`src/rtl/sn_pkg.sv`:
```
package sn_pkg;
  typedef enum logic {ST_IDLE = 1'b0, ST_RUN = 1'b1} sn_state_e;
endpackage

```
`src/rtl/sn_popcount.sv`:
```
module sn_popcount #(
  parameter int K  = 196,
  parameter int CW = $clog2(K + 1)
) (
  input  logic [K-1:0]  a_i,
  input  logic [K-1:0]  b_i,
  output logic [CW-1:0] cnt_o
);
  logic [K-1:0] prod;

  // one AND gate per synapse forms the product stream
  genvar g;
  generate
    for (g = 0; g < K; g++) begin : g_mul
      assign prod[g] = a_i[g] & b_i[g];
    end
  endgenerate

  always_comb begin
    cnt_o = '0;
    for (int i = 0; i < K; i++) cnt_o = cnt_o + CW'(prod[i]);
  end
endmodule

```
`src/rtl/sn_window_ctr.sv`:
```
module sn_window_ctr
  import sn_pkg::*;
#(
  parameter int L = 10
) (
  input  logic clk_i,
  input  logic rst_ni,
  input  logic start_i,
  output logic run_o,
  output logic last_o
);
  sn_state_e  state_q;
  logic [L-1:0] cnt_q;

  assign run_o  = (state_q == ST_RUN);
  assign last_o = run_o && (cnt_q == {L{1'b1}});

  always_ff @(posedge clk_i or negedge rst_ni) begin
    if (!rst_ni) begin
      state_q <= ST_IDLE;
      cnt_q   <= '0;
    end else if (start_i) begin
      state_q <= ST_RUN;
      cnt_q   <= '0;
    end else if (run_o) begin
      cnt_q <= cnt_q + 1'b1;
      if (last_o) state_q <= ST_IDLE;
    end
  end
endmodule

```
`src/rtl/sn_accum.sv`:
```
module sn_accum #(
  parameter int SUM_W = 18,
  parameter int CW    = 8
) (
  input  logic             clk_i,
  input  logic             rst_ni,
  input  logic             start_i,
  input  logic             en_i,
  input  logic             last_i,
  input  logic [CW-1:0]    pc_i,
  input  logic [SUM_W-1:0] thresh_i,
  output logic [SUM_W-1:0] sum_o,
  output logic             done_o,
  output logic             fire_o
);
  logic [SUM_W-1:0] sum_nxt;

  assign sum_nxt = sum_o + SUM_W'(pc_i);

  always_ff @(posedge clk_i or negedge rst_ni) begin
    if (!rst_ni) begin
      sum_o  <= '0;
      done_o <= 1'b0;
      fire_o <= 1'b0;
    end else if (start_i) begin
      sum_o  <= '0;
      done_o <= 1'b0;
      fire_o <= 1'b0;
    end else begin
      done_o <= en_i && last_i;
      if (en_i) sum_o <= sum_nxt;
      if (en_i && last_i) fire_o <= (sum_nxt >= thresh_i);
    end
  end
endmodule

```
`src/rtl/stoch_neuron.sv`:
```
module stoch_neuron #(
  parameter  int K     = 196,
  parameter  int L     = 10,
  localparam int SUM_W = $clog2(K * (2 ** L) + 1)
) (
  input  logic             clk_i,
  input  logic             rst_ni,
  input  logic             start_i,
  input  logic [K-1:0]     act_i,
  input  logic [K-1:0]     wgt_i,
  input  logic [SUM_W-1:0] thresh_i,
  output logic             done_o,
  output logic [SUM_W-1:0] sum_o,
  output logic             fire_o
);
  localparam int CW = $clog2(K + 1);

  logic          run;
  logic          last;
  logic [CW-1:0] pc;

  sn_popcount #(.K(K), .CW(CW)) i_pop (
    .a_i  (act_i),
    .b_i  (wgt_i),
    .cnt_o(pc)
  );

  sn_window_ctr #(.L(L)) i_win (
    .clk_i  (clk_i),
    .rst_ni (rst_ni),
    .start_i(start_i),
    .run_o  (run),
    .last_o (last)
  );

  sn_accum #(.SUM_W(SUM_W), .CW(CW)) i_acc (
    .clk_i   (clk_i),
    .rst_ni  (rst_ni),
    .start_i (start_i),
    .en_i    (run),
    .last_i  (last),
    .pc_i    (pc),
    .thresh_i(thresh_i),
    .sum_o   (sum_o),
    .done_o  (done_o),
    .fire_o  (fire_o)
  );
endmodule

```
`config.mk`:
```
export PLATFORM = sky130hd
export DESIGN_NAME = stoch_neuron
export DESIGN_NICKNAME = d
export VERILOG_FILES = /design/src/rtl/sn_pkg.sv /design/src/rtl/sn_popcount.sv /design/src/rtl/sn_window_ctr.sv /design/src/rtl/sn_accum.sv /design/src/rtl/stoch_neuron.sv
export SDC_FILE = /design/constraint.sdc
export NUM_CORES = 1
export LEC_CHECK = 0
export BUFFER_PORTS_ARGS = -buffer_cell sky130_fd_sc_hd__buf_2
export CORE_AREA = 2 2 166 168
export DETAILED_ROUTE_END_ITERATION = 10
export DIE_AREA = 0 0 168 170
export GPL_TIMING_DRIVEN = 0
export PLACE_DENSITY_LB_ADDON = 0.05
export SLEW_MARGIN = 20
export SYNTH_ARGS = -nofsm -noshare
export SYNTH_HDL_FRONTEND = slang
export SYNTH_HIERARCHICAL = 1
export SYNTH_SLANG_ARGS = --single-unit
```
`constraint.sdc`:
```
create_clock -name clk_i -period 3.5 [get_ports clk_i]
set_input_delay 1.05 -clock clk_i [delete_from_list [all_inputs] [get_ports clk_i]]
set_output_delay 1.05 -clock clk_i [all_outputs]
set_load 0.02 [all_outputs]
```
# Word-level counts from Yosys, hierarchy flattened
# Cells that the tools add are included.
[op_classes]
addsub = 197
magnitude_cmp = 1
n_eq_ne = 1
n_mux = 10
bitwise_logic = 196
reduce_logical = 4
[ops]
columns = ["op", "n"]
rows = [
  ["adder 8 x 1 -> 8 bit", 194],
  ["bitwise AND 1 bit", 196],
  ["two-way mux 18 bit", 2],
  ["two-way mux 10 bit", 2],
  ["adder 18 x 8 -> 18 bit", 1],
  ["greater-or-equal comparator 18 bit", 1],
  ["adder 10 x 1 -> 10 bit (second input constant)", 1],
  ["== test 10 bit (second input constant)", 1],
  ["two-way mux 1 bit", 6],
  ["nonzero test 2 bit", 2],
  ["adder 1 x 1 -> 2 bit", 1],
  ["logical AND 1 bit", 2],
]
[word_totals]
ff_bits = 31

# Longest topological paths before layout
# Gate-level depths: netlist of the first run.
[depth]
depth_word = 200
ltp_mapped = 39
ltp_nobuf = 38

# Modules after synthesis
# The synthesis of the first run kept the hierarchy.
[by_module_without_submodules]
columns = ["mod", "n_inst", "cells_per_inst", "area_each_um2", "seq_area_each_um2"]
rows = [
  ["sn_popcount", 1, 617, 5900.7, 0.0],
  ["sn_accum", 1, 233, 1939.4, 500.5],
  ["sn_window_ctr", 1, 54, 541.8, 275.3],
]

# Least setup slack after synthesis of the first run
# OpenSTA, ideal clock, no wires.
[synth_path]
kind = "input -> register"
startpoint = "in act_i[141]"
endpoint = "reg i_acc.fire_o"
setup_time_ps = 136
t_arrival_ps = 10194
setup_slack_ps = -6830
stages = 37
path_buffers = 2
cell_sequence = "and2_1 -> fa_1 -> inv_1 -> fa_1 -> inv_1 -> fa_1 -> inv_1 -> fa_1 -> inv_1 -> fa_1 -> fa_1 -> inv_1 -> fa_1 -> inv_1 -> fa_1 -> fa_1 -> fa_1 -> inv_1 -> fa_1 -> inv_1 -> ha_1 -> a21o_1 -> a221oi_2 -> a21oi_1 -> xor2_1 -> ha_1 -> buf_2 -> a211o_1 -> o31ai_2 -> buf_6 -> nor2_1 -> xor2_1 -> ha_1 -> a21o_1 -> a21o_1 -> a211oi_1 -> o32ai_1"
[synth_between]
elab_chain_cells = 60
[synth_rtl]
columns = ["element", "line", "text"]
rows = [
  ["start, declared", "stoch_neuron.sv:9", "input logic [K-1:0] act_i,"],
  ["bitwise AND 1 bit", "sn_popcount.sv:15", "assign prod[g] = a_i[g] & b_i[g];"],
  ["adder 8 x 1 -> 8 bit (55 in series)", "sn_popcount.sv:21", "for (int i = 0; i < K; i++) cnt_o = cnt_o + CW'(prod[i]);"],
  ["net pc[7]", "stoch_neuron.sv:20", "logic [CW-1:0] pc;"],
  ["adder 18 x 8 -> 18 bit", "sn_accum.sv:18", "assign sum_nxt = sum_o + SUM_W'(pc_i);"],
  ["greater-or-equal comparator 18 bit", "sn_accum.sv:32", "if (en_i && last_i) fire_o <= (sum_nxt >= thresh_i);"],
  ["two-way mux 1 bit", "sn_accum.sv:32", ""],
  ["two-way mux 1 bit", "sn_accum.sv:25", "end else if (start_i) begin"],
  ["end signal, assigned", "sn_accum.sv:32", ""],
  ["end, declared", "sn_accum.sv:14", "output logic fire_o"],
]
# The timed path passes the listed nets, and every way through them passes these cells. The select of a mux whose other input is x is not followed.
# A chain may end at the register's enable or synchronous reset.

# Worst setup path in the final report of the first run
[layout_path]
startpoint = "in act_i[63]"
endpoint = "reg i_acc.fire_o"
[layout_between]
elab_chain_cells = 138
[layout_rtl]
columns = ["element", "line"]
rows = [
  ["bitwise AND 1 bit", "sn_popcount.sv:15"],
  ["adder 8 x 1 -> 8 bit (133 in series)", "sn_popcount.sv:21"],
  ["net pc[6]", "stoch_neuron.sv:20"],
  ["adder 18 x 8 -> 18 bit", "sn_accum.sv:18"],
  ["greater-or-equal comparator 18 bit", "sn_accum.sv:32"],
  ["two-way mux 1 bit", "sn_accum.sv:32"],
  ["two-way mux 1 bit", "sn_accum.sv:25"],
]
# The timed path passes the listed nets, and every way through them passes these cells. The select of a mux whose other input is x is not followed.

==> results.json, run 1 <==
{
  "status": "finished, violations left",
  "violations": "setup timing",
  "start_util_pct": 31.45,
  "grt_pass1_wl_mm": 37.27,
  "wl_met2_mm": 13.51,
  "grt_overflow": 0,
  "nNetsFinal": 2018,
  "avgSynthCellArea_um2": 9.272,
  "worst-path-buf-inv": 3,
  "setup_viol": 19,
  "ys_async_sr_fraction_pct": 100.0,
  "yosys_most_used_dff": "dfrtp_1",
  "rows": 60,
  "synth.distinct_cells": 51,
  "fmax_mhz": 98.69,
  "period_minus_slack_ns": 10.13,
  "cp_slowest_stage_delay_ns": 0.62,
  "synth_cells": 904,
  "crit_required_ns": 3.63,
  "instances_no_fill": 1708,
  "drive_gt1_share_pct": 42.52,
  "r2r_slack_ns": 0.58,
  "fin_skew_ns": 0.005967,
  "wl_met1_mm": 9.354,
  "endpoint_kind": "register",
  "clock_tree.root_cell": "clkbuf_16",
  "cpMaxStageDelayCell": "fa_2",
  "tns_ns": -108.66,
  "cp_max_fo": 5,
  "cts_buffer_depth": 2,
  "vias": 7209,
  "hold_viol": 0,
  "clk_latency_ns": 0.28,
  "cts-hold-fix-buffers": 0,
  "grt_pass1_vias": 7772,
  "die_width_um": 168,
  "core_mm2": 0.02665,
  "antenna_left": 0,
  "cpMostUsedCell": "fa_2",
  "cts_tree": "built",
  "rsz0062_at_grt": "yes",
  "ys_warn_count": 6,
  "viasPerCell": 4.221,
  "wl_met3_um": 994,
  "layout_common_cells": "buf_2 (423), inv_1 (194), fa_1 (158)",
  "synth_seq_cells": 31,
  "clock-sinks": 31,
  "grt_max_degree": 32,
  "path_class": "in -> reg",
  "syn_to_final_growth_pct": 40.90,
  "grt_usage_pct": 16.56,
  "crit_family": "adder cells",
  "firstDrtPassIters": 4,
  "syn_area_mm2": 0.008382,
  "htreeDepth": 2,
  "final_max_slew_viol_count": 0,
  "dp_cells": 1677,
  "dpl.hpwl_mm": 22.35,
  "place.gp.congestion": 0.7755,
  "drtIter0Drc": 129,
  "die_area_mm2": 0.02856,
  "yosysSeqAreaShare_pct": 9.255,
  "grt_antenna_before_repair": 5,
  "routed_wl_mm": 24.21,
  "drc": 0,
  "fin_util_pct": 44.31,
  "cp.arrival_ns": 10.26,
  "max_slew.worst_pin.slew_ns": 0.7881,
  "wire_per_inst_um": 14.17,
  "min-delay-path-class": "reg -> reg",
  "syn-num-nets": 1559,
  "numCtsBuffers": 5,
  "boundaryPins": 433,
  "clk_pin_slew_worst_paths_ns": 0.06,
  "top_layer": "met5",
  "fp.dieH_um": 170,
  "period_share_pct": 289.5,
  "synth-edff-count": 0,
  "port_buffers": 432,
  "fin_ws_ns": -6.633,
  "startpoint_type": "primary input",
  "final_common_cell": "buf_2",
  "relSlewSlack_pct": 47.46,
  "drv_cap": 0
}
-- tightest hold or removal path, stage by stage, from the launching register on --
cell and delay (ns):
dfrtp_1 0.40, o31ai_1 0.07, a21oi_1 0.06
-- synth_stat cells (2+ instances only) --
cell       number  area, um2
nand2_1       110      412.9
or3_2           3      22.52
clkbuf_1        4      15.01
a21o_1         10      75.07
xnor2_1        10      87.58
inv_1         209      784.5
a21oi_1        33      165.2
a211oi_1        4      30.03
o21a_1          5      37.54
mux2i_1         5      50.05
fa_1          183       3664
nor2_1         30      112.6
o21ai_0        10      50.05
ha_1           59      738.2
dfrtp_1        31      775.7
nand2b_1        2      12.51
mux2_2          4      45.04
nor3_1          3      15.01
and4_1          2      17.52
o31ai_1         5      37.54
o2111ai_2       2      30.03
and2_1        107      669.4
xor2_1         12      105.1
nand3_1        12      60.06
or4_1           4      30.03
o211ai_1        2      15.01
nand4_1         6      37.54
a211o_1         2      17.52
nor2b_1         7      43.79
or3_1           7      43.79
-- sequential cells by signal, indices dropped and copies added, names as in the netlist --
register      flops
i_win/cnt_q      10
i_acc/sum_o      18
i_win/run_o       1
i_acc/fire_o      1
i_acc/done_o      1
-- logic make-up (layout without fill, tap and decap cells) --
group	Yosys count	count (layout)	synth area share, %
AO/OA/AOI/OAI	85	85	6.837
XOR/XNOR	22	22	2.299
adder cells (fa/ha/maj)	242	242	52.52
buffers and inverters	218	678	9.927
flip-flops	31	31	9.255
multiplexers	9	9	1.134
other	0	3	0
AND/OR/NAND/NOR	297	297	18.03
-- layout make-up --
class | instances | area, um2
fillers | 2680 | 14840
multi-input cells | 655 | 7229
repair buffers | 452 | 2387
inverters | 209 | 784.5
flip-flops and latches | 31 | 775.7
well taps | 341 | 426.7
clock buffers | 5 | 125.1
plain buffers | 9 | 53.80
clock inverters | 3 | 20.02
diodes | 3 | 7.507
-- metrics by stage --
stage / setup slack (ns) / cell area (um2) / hold slack [ns]
floorplan: -6.474 / 8587 / 0.5191
finish: -6.633 / 11810 / 0.5640
global route: -6.971 / 11810 / 0.6034
CTS: -6.758 / 11560 / 0.5664
global placement: -7.435 / 11180 / 0.5511
detailed placement: -7.438 / 11180 / 0.5555
-- repair_timing --
| action | in CTS | in global routing |
|---|---|---|
| pin swaps | 26 | 37 |
| resized for setup | 35 | 53 |
| gates cloned | 0 | 0 |
| setup endpoints to repair | 19 | 19 |
| buffers inserted | 13 | 7 |
| hold endpoints to repair | 0 | 0 |
-- metal layers --
metal  up-vias  global-route usage, %
li1       3665                      -
met1      3327                  19.24
met2       191                  32.81
met3        20                  2.116
met4         6                  2.571
met5         -                      0
-- final timing paths --
check | startpoint | end | cells after the start
min | i_win/cnt_q[9] | i_win/cnt_q[9] | 2
max | act_i[63] | i_acc/fire_o | 32
min in group asynchronous | rst_ni | i_acc/sum_o[16] | 1
min reg2reg | i_win/cnt_q[9] | i_win/cnt_q[9] | 2
max reg2reg | i_acc/sum_o[0] | i_acc/fire_o | 14
max in group asynchronous | rst_ni | i_acc/sum_o[6] | 1
Power of run 1 is left out: the tool's default activity adds up to more than one toggle a clock period on the data nets, which glitch-free logic cannot reach.
==> run 2: changes to the inputs <==
--- a/config.mk
+++ b/config.mk
@@ -5,10 +5,11 @@
 export SDC_FILE = /design/constraint.sdc
 export NUM_CORES = 1
 export LEC_CHECK = 0
+export ABC_AREA = 1
 export BUFFER_PORTS_ARGS = -buffer_cell sky130_fd_sc_hd__buf_2
-export CORE_AREA = 2 2 166 168
+export CORE_AREA = 2 2 169 171
 export DETAILED_ROUTE_END_ITERATION = 10
-export DIE_AREA = 0 0 168 170
+export DIE_AREA = 0 0 171 173
 export GPL_TIMING_DRIVEN = 0
 export PLACE_DENSITY_LB_ADDON = 0.05
 export SLEW_MARGIN = 20
==> run 2 against run 1 <==
  * Critical path depth is 8 higher
  * Largest cell class unchanged
  * Critical endpoint unchanged
  * Flip-flop and latch count is the same
  * Worst hold slack worse by 0.047 ns
  * Highest routed layer unchanged
  * The flow still finishes with violations (setup timing)
==> results.json, run 2 <==
{
  "cpMaxStageDelayCell": "fa_2",
  "final_max_slew_viol_count": 0,
  "cp_slowest_stage_delay_ns": 0.57,
  "syn_to_final_growth_pct": 45.47,
  "max_slew.worst_pin.slew_ns": 0.7568,
  "synth_seq_cells": 31,
  "synth_top_family_by_area": "adder cells",
  "violations": "setup timing",
  "fin_area_mm2": 0.01262,
  "synth-edff-count": 0,
  "core_mm2": 0.02763,
  "place_area_mm2": 0.01146,
  "place.gp.congestion": 0.8232,
  "fin_ws_ns": -6.191,
  "clock-sinks": 31,
  "crit_required_ns": 3.68,
  "synth.distinct_cells": 32,
  "avgSynthCellArea_um2": 7.685,
  "clk_latency_ns": 0.28,
  "syn_area_mm2": 0.008676,
  "cp.arrival_ns": 9.87,
  "die_area_mm2": 0.02958,
  "grt_pass1_vias": 8775,
  "setup_viol": 19,
  "tns_ns": -99.37,
  "antenna_left": 0,
  "layout_common_cells": "buf_2 (422), inv_1 (346), nand2_1 (289)",
  "synthSimpleGateAreaFrac_pct": 21.00,
  "grt_pass1_wl_mm": 40.94,
  "yosys_most_used_dff": "dfrtp_1",
  "viasPerCell": 4.050,
  "nNetsFinal": 2257,
  "ys_warn_count": 6,
  "period_share_pct": 276.9,
  "startpoint": "act_i[15]",
  "drive_gt1_share_pct": 39.93,
  "routed_wl_mm": 25.56,
  "path_class": "in -> reg",
  "synth_xor_area_share_pct": 1.010,
  "synth_common_cells": "inv_1 (367), nand2_1 (338), fa_1 (183)",
  "synth_cells": 1129,
  "rows": 61,
  "numCtsBuffers": 5,
  "worst-path-buf-inv": 9,
  "muxShareOfSynthArea_pct": 0,
  "nFillCells": 2911,
  "relSlewSlack_pct": 49.55,
  "rsz0062_at_grt": "yes",
  "final_common_cell": "buf_2",
  "drv_cap": 0,
  "yosysMostFrequentCell": "inv_1",
  "fp.dieH_um": 173,
  "min-delay-path-class": "reg -> reg",
  "grt_overflow": 0,
  "grt_max_degree": 32,
  "yosysSeqAreaShare_pct": 8.941,
  "wire_per_inst_um": 12.87,
  "port_buffers": 432,
  "hold_viol": 0,
  "cts_tree": "built",
  "clk_pin_slew_worst_paths_ns": 0.06,
  "top_register": "i_acc/sum_o",
  "start_util_pct": 31.40,
  "largest_register_ffs": 18,
  "synthAdderAreaFrac_pct": 50.74,
  "ys_async_sr_fraction_pct": 100.0,
  "synth_compound_area_share_pct": 2.221,
  "htreeDepth": 2,
  "grt_antenna_before_repair": 9,
  "reg_top3": "i_acc/sum_o: 18 flops, i_win/cnt_q: 10 flops",
  "boundaryPins": 433,
  "firstDrtPassIters": 4,
  "drtIter0Drc": 247,
  "die_width_um": 171,
  "period_minus_slack_ns": 9.691,
  "grt_usage_pct": 17.49,
  "dpl.hpwl_mm": 23.57,
  "fmax_mhz": 103.2,
  "crit_family": "adder cells",
  "fin_skew_ns": 0.007805,
  "status": "finished, violations left",
  "endpoint_kind": "register",
  "synth_top_area_share_pct": 42.23,
  "syn-num-nets": 1784,
  "drc": 0,
  "worstHoldStart": "i_acc/fire_o",
  "synth_area_leader_cell": "fa_1",
  "cpMostUsedCell": "fa_1",
  "synth_area_leaders": "fa_1 (42%), inv_1 (16%), nand2_1 (15%)",
  "cp_max_fo": 3,
  "r2r_start": "i_acc/sum_o[0]",
  "startpoint_type": "primary input",
  "cts_buffer_depth": 2,
  "vias": 8044,
  "clock_tree.root_cell": "clkbuf_16"
}
==> run 2: changes by cell type in the layout (fill, tap and decap cells not counted), sizes merged, moves of 11 or more <==
cell / before / now
nand2: 110 / 340
inv: 209 / 368
and2: 107 / 9
nand3: 12 / 40
a21oi: 33 / 18
nor2: 30 / 42
buf: 456 / 467
==> run 2: path summary, 6_finish.rpt <==
path	endpoint	slack [ns]	depth (start not counted)
worst max-delay path	i_acc/fire_o	-6.19	40
worst min-delay path	i_acc/fire_o	0.52	2
worst min register to register	i_acc/fire_o	0.52	2
max in group asynchronous	i_acc/sum_o[11]	2.17	1
min in group asynchronous	i_acc/sum_o[1]	0.84	1
worst max register to register	i_acc/fire_o	0.58	21
==> run 2: cells by family (layout without fill, tap and decap cells) <==
| family | after synthesis | after routing |
|---|---|---|
| simple gates | 441 | 441 |
| compound gates | 34 | 34 |
| other cells | 0 | 5 |
| buf+inv | 371 | 845 |
| xor+xnor | 10 | 10 |
| fa+ha+maj | 242 | 242 |
| flops | 31 | 31 |
==> run 2: metrics by stage <==
stage	cells	util (%)	setup WS, ns	hold WS [ns]
6_report	1986	45.68	-6.191	0.5166
4_1_cts	1974	44.29	-6.234	0.5166
3_5_place_dp	1939	41.48	-6.847	0.5034
2_1_floorplan	1129	-	-5.891	0.5046
5_1_grt	1985	45.67	-6.540	0.5354
3_3_place_gp	1939	41.48	-6.804	0.5023
==> run 2: routing by layer <==
layer | share of wire (%) | global-route usage, % | vias to the layer above | wire length, um
met1 | 38 | 19.32 | 3666 | 9593
li1 | - | - | 4126 | -
met5 | 0.20 | 0 | - | 52
met3 | 4.6 | 1.968 | 31 | 1171
met4 | 1.3 | 3.672 | 8 | 323
met2 | 56 | 35.11 | 213 | 14420
==> run 2: worst reg2reg max path, cell delays in order (launching register included) <==
cell	delay [ns]
dfrtp_1	0.41
ha_4	0.18
inv_1	0.06
fa_2	0.39
nand3b_1	0.21
nand2_4	0.13
nand2_2	0.08
nand2_4	0.09
nand2_2	0.07
nand2_1	0.07
nand2_1	0.06
and2_1	0.16
ha_1	0.28
nand2_2	0.08
nor2_4	0.05
buf_4	0.12
inv_2	0.03
nor2_1	0.03
a21oi_1	0.12
nand2_1	0.09
nand2_1	0.07
nand2_1	0.04
==> run 2: cell type report <==
type	instances	area (um2)	share of cell area, %
multi-input combinational	727	7226	57.25
timing repair buffer	466	2564	20.31
inverter	369	1385	10.97
sequential	31	775.7	6.147
tap	378	473.0	3.747
clock buffer	6	138.9	1.100
clock inverter	2	35.03	0.2776
antenna	5	12.51	0.09914
buffer	2	11.26	0.08922
==> run 2: repair_timing <==
action	in CTS	in global routing
setup endpoints to repair	19	19
buffers inserted	30	7
pin swaps	78	38
resized for setup	105	66
hold buffers	0	0
Power of run 2 is left out for the same reason.
